## config.mk

```make
export PLATFORM = sky130hd
export DESIGN_NAME = radio_mode_seq
export DESIGN_NICKNAME = d
export VERILOG_FILES = /design/src/rtl/radio_seq_pkg.sv /design/src/rtl/mode_script_rom.sv /design/src/rtl/settle_timer.sv /design/src/rtl/radio_mode_seq.sv
export SDC_FILE = /design/constraint.sdc
export NUM_CORES = 1
export LEC_CHECK = 0
export BUFFER_PORTS_ARGS = -buffer_cell sky130_fd_sc_hd__buf_4
export CORE_MARGIN = 1
export CORE_UTILIZATION = 40
export DETAILED_ROUTE_END_ITERATION = 8
export PLACE_DENSITY = 0.57
export RECOVER_POWER = 50
export SYNTH_ARGS = -nofsm -noshare
export SYNTH_HDL_FRONTEND = slang
export SYNTH_SLANG_ARGS = --single-unit
```

## constraint.sdc

```tcl
create_clock -name clk -period 2.55 [get_ports clk]
set_input_delay 0.51 -clock clk [delete_from_list [all_inputs] [get_ports clk]]
set_output_delay 0.51 -clock clk [all_outputs]
set_load 0.01 [all_outputs]
```

## src/rtl/radio_seq_pkg.sv

```systemverilog
package radio_seq_pkg;

    localparam int WORD_W = 32;
    localparam int IDX_W  = 4;

    typedef enum logic [1:0] {
        MS_OFF  = 2'd0,
        MS_IDLE = 2'd1,
        MS_TX   = 2'd2,
        MS_RX   = 2'd3
    } mode_e;

    typedef enum logic [2:0] {
        CM_UP   = 3'd0,
        CM_DOWN = 3'd1,
        CM_TX   = 3'd2,
        CM_RX   = 3'd3,
        CM_T2R  = 3'd4,
        CM_R2T  = 3'd5,
        CM_BAD6 = 3'd6,
        CM_BAD7 = 3'd7
    } cmd_e;

    typedef enum logic [1:0] {SK_WRITE, SK_WAIT, SK_END} step_kind_e;
    typedef enum logic [1:0] {GT_ALWAYS, GT_XTAL, GT_RAMP, GT_AFC} gate_e;
    typedef enum logic [2:0] {WT_40US, WT_200US, WT_800US, WT_1MS, WT_4BIT} wait_e;
    typedef enum logic [1:0] {PH_IDLE, PH_FETCH, PH_WRITE, PH_WAIT} phase_e;

    typedef struct packed {
        step_kind_e        kind;
        gate_e             gate;
        wait_e             wsel;
        logic [WORD_W-1:0] word;
    } step_t;

    typedef struct packed {
        phase_e            phase;
        cmd_e              script;
        logic [IDX_W-1:0]  idx;
        logic              g_xtal;
        logic              g_ramp;
        logic              g_afc;
        logic              ce;
        mode_e             mode;
        logic              tx_rdy;
        logic              rx_rdy;
        logic              req;
        logic [WORD_W-1:0] word;
        logic              err;
    } ctl_t;

    function automatic step_t mk_wr(gate_e g, logic [WORD_W-1:0] w);
        step_t s;
        s.kind = SK_WRITE; s.gate = g; s.wsel = WT_40US; s.word = w;
        return s;
    endfunction

    function automatic step_t mk_wait(gate_e g, wait_e t);
        step_t s;
        s.kind = SK_WAIT; s.gate = g; s.wsel = t; s.word = '0;
        return s;
    endfunction

    function automatic step_t mk_end();
        step_t s;
        s.kind = SK_END; s.gate = GT_ALWAYS; s.wsel = WT_40US; s.word = '0;
        return s;
    endfunction

endpackage

```

## src/rtl/mode_script_rom.sv

```systemverilog
module mode_script_rom
    import radio_seq_pkg::*;
(
    input  cmd_e             script,
    input  logic [IDX_W-1:0] idx,
    output step_t            step
);
    always_comb begin
        step = mk_end();
        unique case (script)
            CM_UP: case (idx)
                4'd0:    step = mk_wait(GT_XTAL, WT_1MS);
                default: step = mk_end();
            endcase
            CM_DOWN: case (idx)
                4'd0:    step = mk_wr(GT_RAMP, 32'h0068_5502);
                4'd1:    step = mk_wait(GT_RAMP, WT_4BIT);
                default: step = mk_end();
            endcase
            CM_TX: case (idx)
                4'd0:    step = mk_wr(GT_ALWAYS, 32'h021B_5031);
                4'd1:    step = mk_wait(GT_ALWAYS, WT_800US);
                4'd2:    step = mk_wr(GT_ALWAYS, 32'h2B15_25E3);
                4'd3:    step = mk_wr(GT_ALWAYS, 32'h8118_7CF0);
                4'd4:    step = mk_wait(GT_ALWAYS, WT_40US);
                4'd5:    step = mk_wr(GT_ALWAYS, 32'h0067_FD82);
                4'd6:    step = mk_wait(GT_RAMP, WT_4BIT);
                default: step = mk_end();
            endcase
            CM_RX: case (idx)
                4'd0:    step = mk_wr(GT_ALWAYS, 32'h0053_5011);
                4'd1:    step = mk_wr(GT_ALWAYS, 32'h2B17_34E3);
                4'd2:    step = mk_wr(GT_ALWAYS, 32'h0000_3155);
                4'd3:    step = mk_wait(GT_ALWAYS, WT_200US);
                4'd4:    step = mk_wr(GT_ALWAYS, 32'h091A_2B3B);
                4'd5:    step = mk_wr(GT_ALWAYS, 32'h0000_018C);
                4'd6:    step = mk_wr(GT_ALWAYS, 32'h095F_2DC0);
                4'd7:    step = mk_wait(GT_ALWAYS, WT_40US);
                4'd8:    step = mk_wr(GT_ALWAYS, 32'h8016_AA14);
                4'd9:    step = mk_wr(GT_AFC, 32'h3296_355A);
                default: step = mk_end();
            endcase
            CM_T2R: case (idx)
                4'd0:    step = mk_wr(GT_ALWAYS, 32'h885D_7EF0);
                4'd1:    step = mk_wait(GT_ALWAYS, WT_40US);
                default: step = mk_end();
            endcase
            CM_R2T: case (idx)
                4'd0:    step = mk_wr(GT_ALWAYS, 32'h805D_7EF0);
                4'd1:    step = mk_wait(GT_ALWAYS, WT_40US);
                default: step = mk_end();
            endcase
            default: step = mk_end();
        endcase
    end
endmodule

```

## src/rtl/settle_timer.sv

```systemverilog
module settle_timer #(
    parameter int CNT_W = 20
) (
    input  logic             clk,
    input  logic             rst_n,
    input  logic             load,
    input  logic [CNT_W-1:0] load_val,
    output logic             expired
);
    logic [CNT_W-1:0] cnt_d, cnt_q;

    always_comb begin
        cnt_d = cnt_q;
        if (load)
            cnt_d = load_val;
        else if (cnt_q != '0)
            cnt_d = cnt_q - CNT_W'(1);
    end

    always_ff @(posedge clk or negedge rst_n) begin
        if (!rst_n) cnt_q <= '0;
        else        cnt_q <= cnt_d;
    end

    assign expired = (cnt_q == '0) && !load;

    // a running count only steps down by one per cycle
    assert_count_down_R9: assert property (@(posedge clk) disable iff (!rst_n)
        (!load && cnt_q != '0) |=> (cnt_q == $past(cnt_q) - CNT_W'(1)));
endmodule

```

## src/rtl/radio_mode_seq.sv

```systemverilog
module radio_mode_seq
    import radio_seq_pkg::*;
#(
    parameter int CLK_HZ = 125_000_000,
    parameter int BIT_US = 1000
) (
    input  logic              clk,
    input  logic              rst_n,
    input  logic              cmd_valid,
    input  logic [2:0]        cmd_code,
    input  logic              xtal_wait_en,
    input  logic              pa_ramp_en,
    input  logic              afc_en,
    input  logic              wr_done,
    output logic              chip_en,
    output logic              wr_req,
    output logic [WORD_W-1:0] wr_word,
    output logic [1:0]        mode_state,
    output logic              busy,
    output logic              cmd_err,
    output logic              tx_ready,
    output logic              rx_ready
);
    localparam int CYC_US  = (CLK_HZ / 1_000_000 < 1) ? 1 : CLK_HZ / 1_000_000;
    localparam int N_40US  = 40 * CYC_US;
    localparam int N_200US = 200 * CYC_US;
    localparam int N_800US = 800 * CYC_US;
    localparam int N_1MS   = 1000 * CYC_US;
    localparam int N_4BIT  = 4 * BIT_US * CYC_US;
    localparam int N_MAX   = (N_4BIT > N_1MS) ? N_4BIT : N_1MS;
    localparam int CNT_W   = $clog2(N_MAX + 1);

    ctl_t  q, d;
    step_t step;
    logic  gate_ok, tmr_load, tmr_expired;
    logic [CNT_W-1:0] tmr_val;
    cmd_e  cmd_in;

    assign cmd_in = cmd_e'(cmd_code);

    mode_script_rom u_rom (
        .script (q.script),
        .idx    (q.idx),
        .step   (step)
    );

    settle_timer #(.CNT_W(CNT_W)) u_tmr (
        .clk      (clk),
        .rst_n    (rst_n),
        .load     (tmr_load),
        .load_val (tmr_val),
        .expired  (tmr_expired)
    );

    always_comb begin
        unique case (step.gate)
            GT_XTAL: gate_ok = q.g_xtal;
            GT_RAMP: gate_ok = q.g_ramp;
            GT_AFC:  gate_ok = q.g_afc;
            default: gate_ok = 1'b1;
        endcase
    end

    always_comb begin
        d        = q;
        d.err    = 1'b0;
        tmr_load = 1'b0;
        unique case (step.wsel)
            WT_200US: tmr_val = CNT_W'(N_200US);
            WT_800US: tmr_val = CNT_W'(N_800US);
            WT_1MS:   tmr_val = CNT_W'(N_1MS);
            WT_4BIT:  tmr_val = CNT_W'(N_4BIT);
            default:  tmr_val = CNT_W'(N_40US);
        endcase

        if (q.phase != PH_IDLE && cmd_valid)
            d.err = 1'b1;

        unique case (q.phase)
            PH_IDLE: if (cmd_valid) begin
                if (cmd_in == CM_BAD6 || cmd_in == CM_BAD7) begin
                    d.err = 1'b1;
                end else if (cmd_in == CM_UP) begin
                    if (!q.ce) begin
                        d.ce     = 1'b1;
                        d.script = cmd_in;
                        d.idx    = '0;
                        d.g_xtal = xtal_wait_en;
                        d.phase  = PH_FETCH;
                    end
                end else if (cmd_in != CM_DOWN && !q.ce) begin
                    d.err = 1'b1;
                end else begin
                    d.script = cmd_in;
                    d.idx    = '0;
                    d.g_xtal = xtal_wait_en;
                    d.g_ramp = pa_ramp_en & q.ce;
                    d.g_afc  = afc_en;
                    d.phase  = PH_FETCH;
                end
            end
            PH_FETCH: begin
                unique case (step.kind)
                    SK_END: begin
                        d.phase = PH_IDLE;
                        unique case (q.script)
                            CM_UP:   d.mode = MS_IDLE;
                            CM_DOWN: begin
                                d.ce     = 1'b0;
                                d.mode   = MS_OFF;
                                d.tx_rdy = 1'b0;
                                d.rx_rdy = 1'b0;
                            end
                            CM_TX:   begin d.mode = MS_TX; d.tx_rdy = 1'b1; end
                            CM_RX:   begin d.mode = MS_RX; d.rx_rdy = 1'b1; end
                            CM_T2R:  d.mode = MS_RX;
                            CM_R2T:  d.mode = MS_TX;
                            default: d.mode = q.mode;
                        endcase
                    end
                    SK_WRITE: begin
                        if (gate_ok) begin
                            d.req   = 1'b1;
                            d.word  = step.word;
                            d.phase = PH_WRITE;
                        end else begin
                            d.idx = q.idx + 1'b1;
                        end
                    end
                    default: begin
                        if (gate_ok) begin
                            tmr_load = 1'b1;
                            d.phase  = PH_WAIT;
                        end else begin
                            d.idx = q.idx + 1'b1;
                        end
                    end
                endcase
            end
            PH_WRITE: if (wr_done) begin
                d.req   = 1'b0;
                d.idx   = q.idx + 1'b1;
                d.phase = PH_FETCH;
            end
            default: if (tmr_expired) begin
                d.idx   = q.idx + 1'b1;
                d.phase = PH_FETCH;
            end
        endcase
    end

    always_ff @(posedge clk or negedge rst_n) begin
        if (!rst_n) begin
            q        <= '0;
            q.phase  <= PH_IDLE;
            q.script <= CM_UP;
            q.mode   <= MS_OFF;
        end else begin
            q <= d;
        end
    end

    assign chip_en    = q.ce;
    assign wr_req     = q.req;
    assign wr_word    = q.word;
    assign mode_state = q.mode;
    assign busy       = (q.phase != PH_IDLE);
    assign cmd_err    = q.err;
    assign tx_ready   = q.tx_rdy;
    assign rx_ready   = q.rx_rdy;

    // request held with a stable word until the master answers
    assert_req_hold_R8: assert property (@(posedge clk) disable iff (!rst_n)
        (wr_req && !wr_done) |=> (wr_req && $stable(wr_word)));
    // request withdrawn right after done
    assert_req_drop_R8: assert property (@(posedge clk) disable iff (!rst_n)
        (wr_req && wr_done) |=> !wr_req);
    // words only go out inside a script with the radio powered
    assert_req_in_script_R12: assert property (@(posedge clk) disable iff (!rst_n)
        wr_req |-> (busy && chip_en));
    // an unpowered idle radio always reports mode 0
    assert_off_mode_R7: assert property (@(posedge clk) disable iff (!rst_n)
        (!busy && !chip_en) |-> (mode_state == 2'd0));
    // an error pulse always follows a command strobe
    assert_err_cause_R10: assert property (@(posedge clk) disable iff (!rst_n)
        cmd_err |-> $past(cmd_valid));
    // a command during a script does not disturb the script position
    assert_busy_reject_R10: assert property (@(posedge clk) disable iff (!rst_n)
        (busy && cmd_valid && !wr_done && !tmr_expired && q.phase != PH_FETCH)
        |=> (busy && cmd_err && $stable(q.idx)));
endmodule

```

==> impl_metrics.env <==
export IMPL_outcome="finished with violations"
export IMPL_violations="max-capacitance violations, max-slew violations"
export IMPL_dp_slack_ns=-0.0196
export IMPL_leakage_nw=2.36
export IMPL_synth_seq_cells=67
export IMPL_synthMuxAreaShare_pct=1.90
export IMPL_grt_ovfl_total=0
export IMPL_gp_congestion=0.918
export IMPL_mostFrequentLayoutCells="buf_4, dfrtp_1, nor2_1"
export IMPL_powerDensity_nw_per_um2=1040
export IMPL_dieArea_sq_um=11800
export IMPL_start_util_pct=41.6
export IMPL_insertion_delay_ns=0.33
export IMPL_hold_slack_ns=0.406
export IMPL_maxCapViolCount=1
export IMPL_firstDrtPassIters=4
export IMPL_skew_ns=0.00718
export IMPL_vias_per_cell=5.46
export IMPL_required_ns=2.76
export IMPL_fin_crit_ns=2.50
export IMPL_fin_cells=718
export IMPL_vias=3922
export IMPL_syn2layout_area_growth_pct=21.1
export IMPL_cp_arrival_ns=2.71
export IMPL_hpwl_mm=8.55
export IMPL_cp_max_fo=8
export IMPL_hold_class="in -> reg"
export IMPL_min_period_over_period_pct=98.1
export IMPL_port_buffers=47
export IMPL_final_max_slew_viol_count=34
export IMPL_clkSlewWorstSetupHoldPaths_ns=0.06
export IMPL_grt_max_degree=35
export IMPL_grt_antenna_before_repair=0
export IMPL_ys_seq_area_share_pct=36.9
export IMPL_dp_cells=695
export IMPL_io_pins=50
export IMPL_synthAdderAreaFrac_pct=2.20
export IMPL_grt_pass1_wl_mm=18.7
export IMPL_synth_top_family_by_area="simple AND/OR/NAND/NOR gates"
export IMPL_utilization_pct=50.3
export IMPL_final_setup_viol_count=0
export IMPL_final_common_cell="buf_4"
export IMPL_htreeDepth=3
export IMPL_async_flop_share_pct=100
export IMPL_synth_compound_area_share_pct=21.7
export IMPL_fmax_mhz=400
export IMPL_root_buffer="clkbuf_16"
export IMPL_peakVddDrop_mv=0.493
export IMPL_synth_edf_count=0
export IMPL_worstMarginPinSlew_ns=1.97
export IMPL_n_antenna_cell=0
export IMPL_worst_slew_margin_rel_pct=-31.0
export IMPL_clock_path_buffers=2
export IMPL_postLayoutCellArea_sq_um=5510
export IMPL_start_kind="flop"
export IMPL_wl_mm=11.4
export IMPL_syn_avg_cell_area_sq_um=8.79
export IMPL_critPathCaptureType="flop"
export IMPL_nFillCells=1046
export IMPL_wl_per_cell_microns=15.9
export IMPL_cts_buffers=9
export IMPL_fp_row_count=38
export IMPL_drtIter0Drc=200
export IMPL_cts_tree="done"
export IMPL_track_usage_pct=20.4
export IMPL_syn_area_sq_um=4550
export IMPL_yosysUniqueCellTypes=70
export IMPL_drive_above_1_share_pct=30.6
export IMPL_drtAntennaViolNets=0
export IMPL_synth_cells=517
export IMPL_synthSimpleGateAreaFrac_pct=23.2
export IMPL_setup_slack_ns=0.0487
export IMPL_place_area_sq_um=5110
export IMPL_synth_ff_type="dfrtp_1"
export IMPL_r2r_slack_ns=0.05
export IMPL_post_route_drc_count=0
export IMPL_die_y_microns=109
export IMPL_coreArea_sq_um=10900
export IMPL_grt_pass1_vias=3829
export IMPL_crit_type="reg -> reg"
export IMPL_final_nets=591
export IMPL_final_hold_viol_count=0
export IMPL_synth_xor_area_share_pct=3.28
export IMPL_yosys_warnings=0
export IMPL_cts_sinks=67
export IMPL_die_width_microns=109
export IMPL_hold_buffers=0
report_power, final:
group,internal (mW),switching [mW]
registers,1.43,0.346
clock network,0.907,0.452
logic,1.15,1.43
total,3.48,2.23
path summary, 6_finish.rpt:
path | from | depth (start not counted) | to
setup / recovery | q[42] | 10 | wr_word[12]
hold / removal | afc_en | 2 | q[39]
setup reg to reg | q[42] | 10 | wr_word[12]
hold reg to reg | wr_word[11] | 2 | wr_word[11]
max in group asynchronous | rst_n | 1 | u_tmr.cnt_q[9]
min in group asynchronous | rst_n | 1 | wr_word[19]
worst max-delay path, cell delays in order, from the launching register on:
cell	delay [ns]
dfrtp_2	0.43
ha_1	0.22
or3b_2	0.50
o211a_1	0.20
a211oi_4	0.24
o311ai_4	0.17
buf_12	0.18
buf_4	0.16
clkbuf_16	0.17
nand2_2	0.07
o21ai_2	0.05
flip-flops by register name, indices dropped and copies added (netlist names):
signal	count
u_tmr.cnt_q	19
tx_ready	1
q	12
wr_word	29
wr_req	1
cmd_err	1
rx_ready	1
mode_state	2
chip_en	1
logic make-up after synthesis:
group,count (synthesis)
buffers and inverters,77
xor gates and xnor gates,17
other,1
DFF,67
AOI/OAI and AO/OA,138
muxes,8
adders and majority gates,8
and+or+nand+nor,201
per-stage QoR:
step	TNS, ns	power, mW
CTS	0	5.74
detailed placement	-0.0387	4.34
global placement	0	4.29
finish	0	5.71
floorplan	0	3.57
global route	-0.00378	6.10
what timing repair did:
item                       CTS  global route
gates resized for setup      4            13
setup endpoints to repair   27            37
cloned                       0             2
pin swaps                    0             6
buffers inserted             0             5
routing by layer:
layer | wire length, microns | global-route usage (%) | part of all wire [%]
met5 | 0 | 0 | 0
met4 | 221 | 7.24 | 1.9
met2 | 5480 | 33.5 | 48
met3 | 522 | 4.88 | 4.6
met1 | 5220 | 26.1 | 46
final cells by class:
class	instances	area, sq um	share of cell area, %
multi-input cells	374	2450	44.6
flip-flops and latches	67	1680	30.5
repair buffers	108	817	14.8
clock buffers	12	256	4.66
well taps	140	175	3.18
clock inverters	4	72.6	1.32
inverters	13	51.3	0.932
Yosys cell counts, types with 2 or more instances:
| cell type | number | area share (%) |
|---|---|---|
| dfrtp_1 | 67 | 37 |
| nor2_1 | 43 | 3.6 |
| nand2_1 | 40 | 3.3 |
| buf_4 | 36 | 5.9 |
| a21oi_1 | 31 | 3.4 |
| o21ai_0 | 26 | 2.9 |
| o21ai_2 | 22 | 4.2 |
| nor3_1 | 21 | 2.3 |
| nand2_2 | 19 | 2.6 |
| nand3_1 | 16 | 1.8 |
| nand2b_1 | 13 | 1.8 |
| clkbuf_1 | 12 | 0.99 |
| inv_1 | 12 | 0.99 |
| nor2b_1 | 11 | 1.5 |
| o31ai_1 | 11 | 1.8 |
| xnor2_1 | 11 | 2.1 |
| buf_2 | 9 | 0.99 |
| nor4_1 | 9 | 1.2 |
| ha_1 | 8 | 2.2 |
| o21ai_1 | 7 | 0.77 |
| a31oi_1 | 6 | 0.83 |
| xor2_1 | 6 | 1.2 |
| a211oi_1 | 5 | 0.83 |
| buf_6 | 4 | 0.99 |
| nand3b_1 | 4 | 0.66 |
| or3_1 | 4 | 0.55 |
| a21o_1 | 3 | 0.50 |
| and3_1 | 3 | 0.41 |
| mux2_2 | 3 | 0.74 |
| mux2i_1 | 3 | 0.66 |
| o2bb2ai_1 | 3 | 0.58 |
| or4_1 | 3 | 0.50 |
| a2111oi_0 | 2 | 0.39 |
| a211oi_2 | 2 | 0.55 |
| and4_1 | 2 | 0.39 |
| buf_8 | 2 | 0.66 |
| mux2_1 | 2 | 0.50 |
| nor3b_1 | 2 | 0.33 |
| o21bai_1 | 2 | 0.33 |
| or3_2 | 2 | 0.33 |
Note: power is estimated with default switching activity, not from simulation.
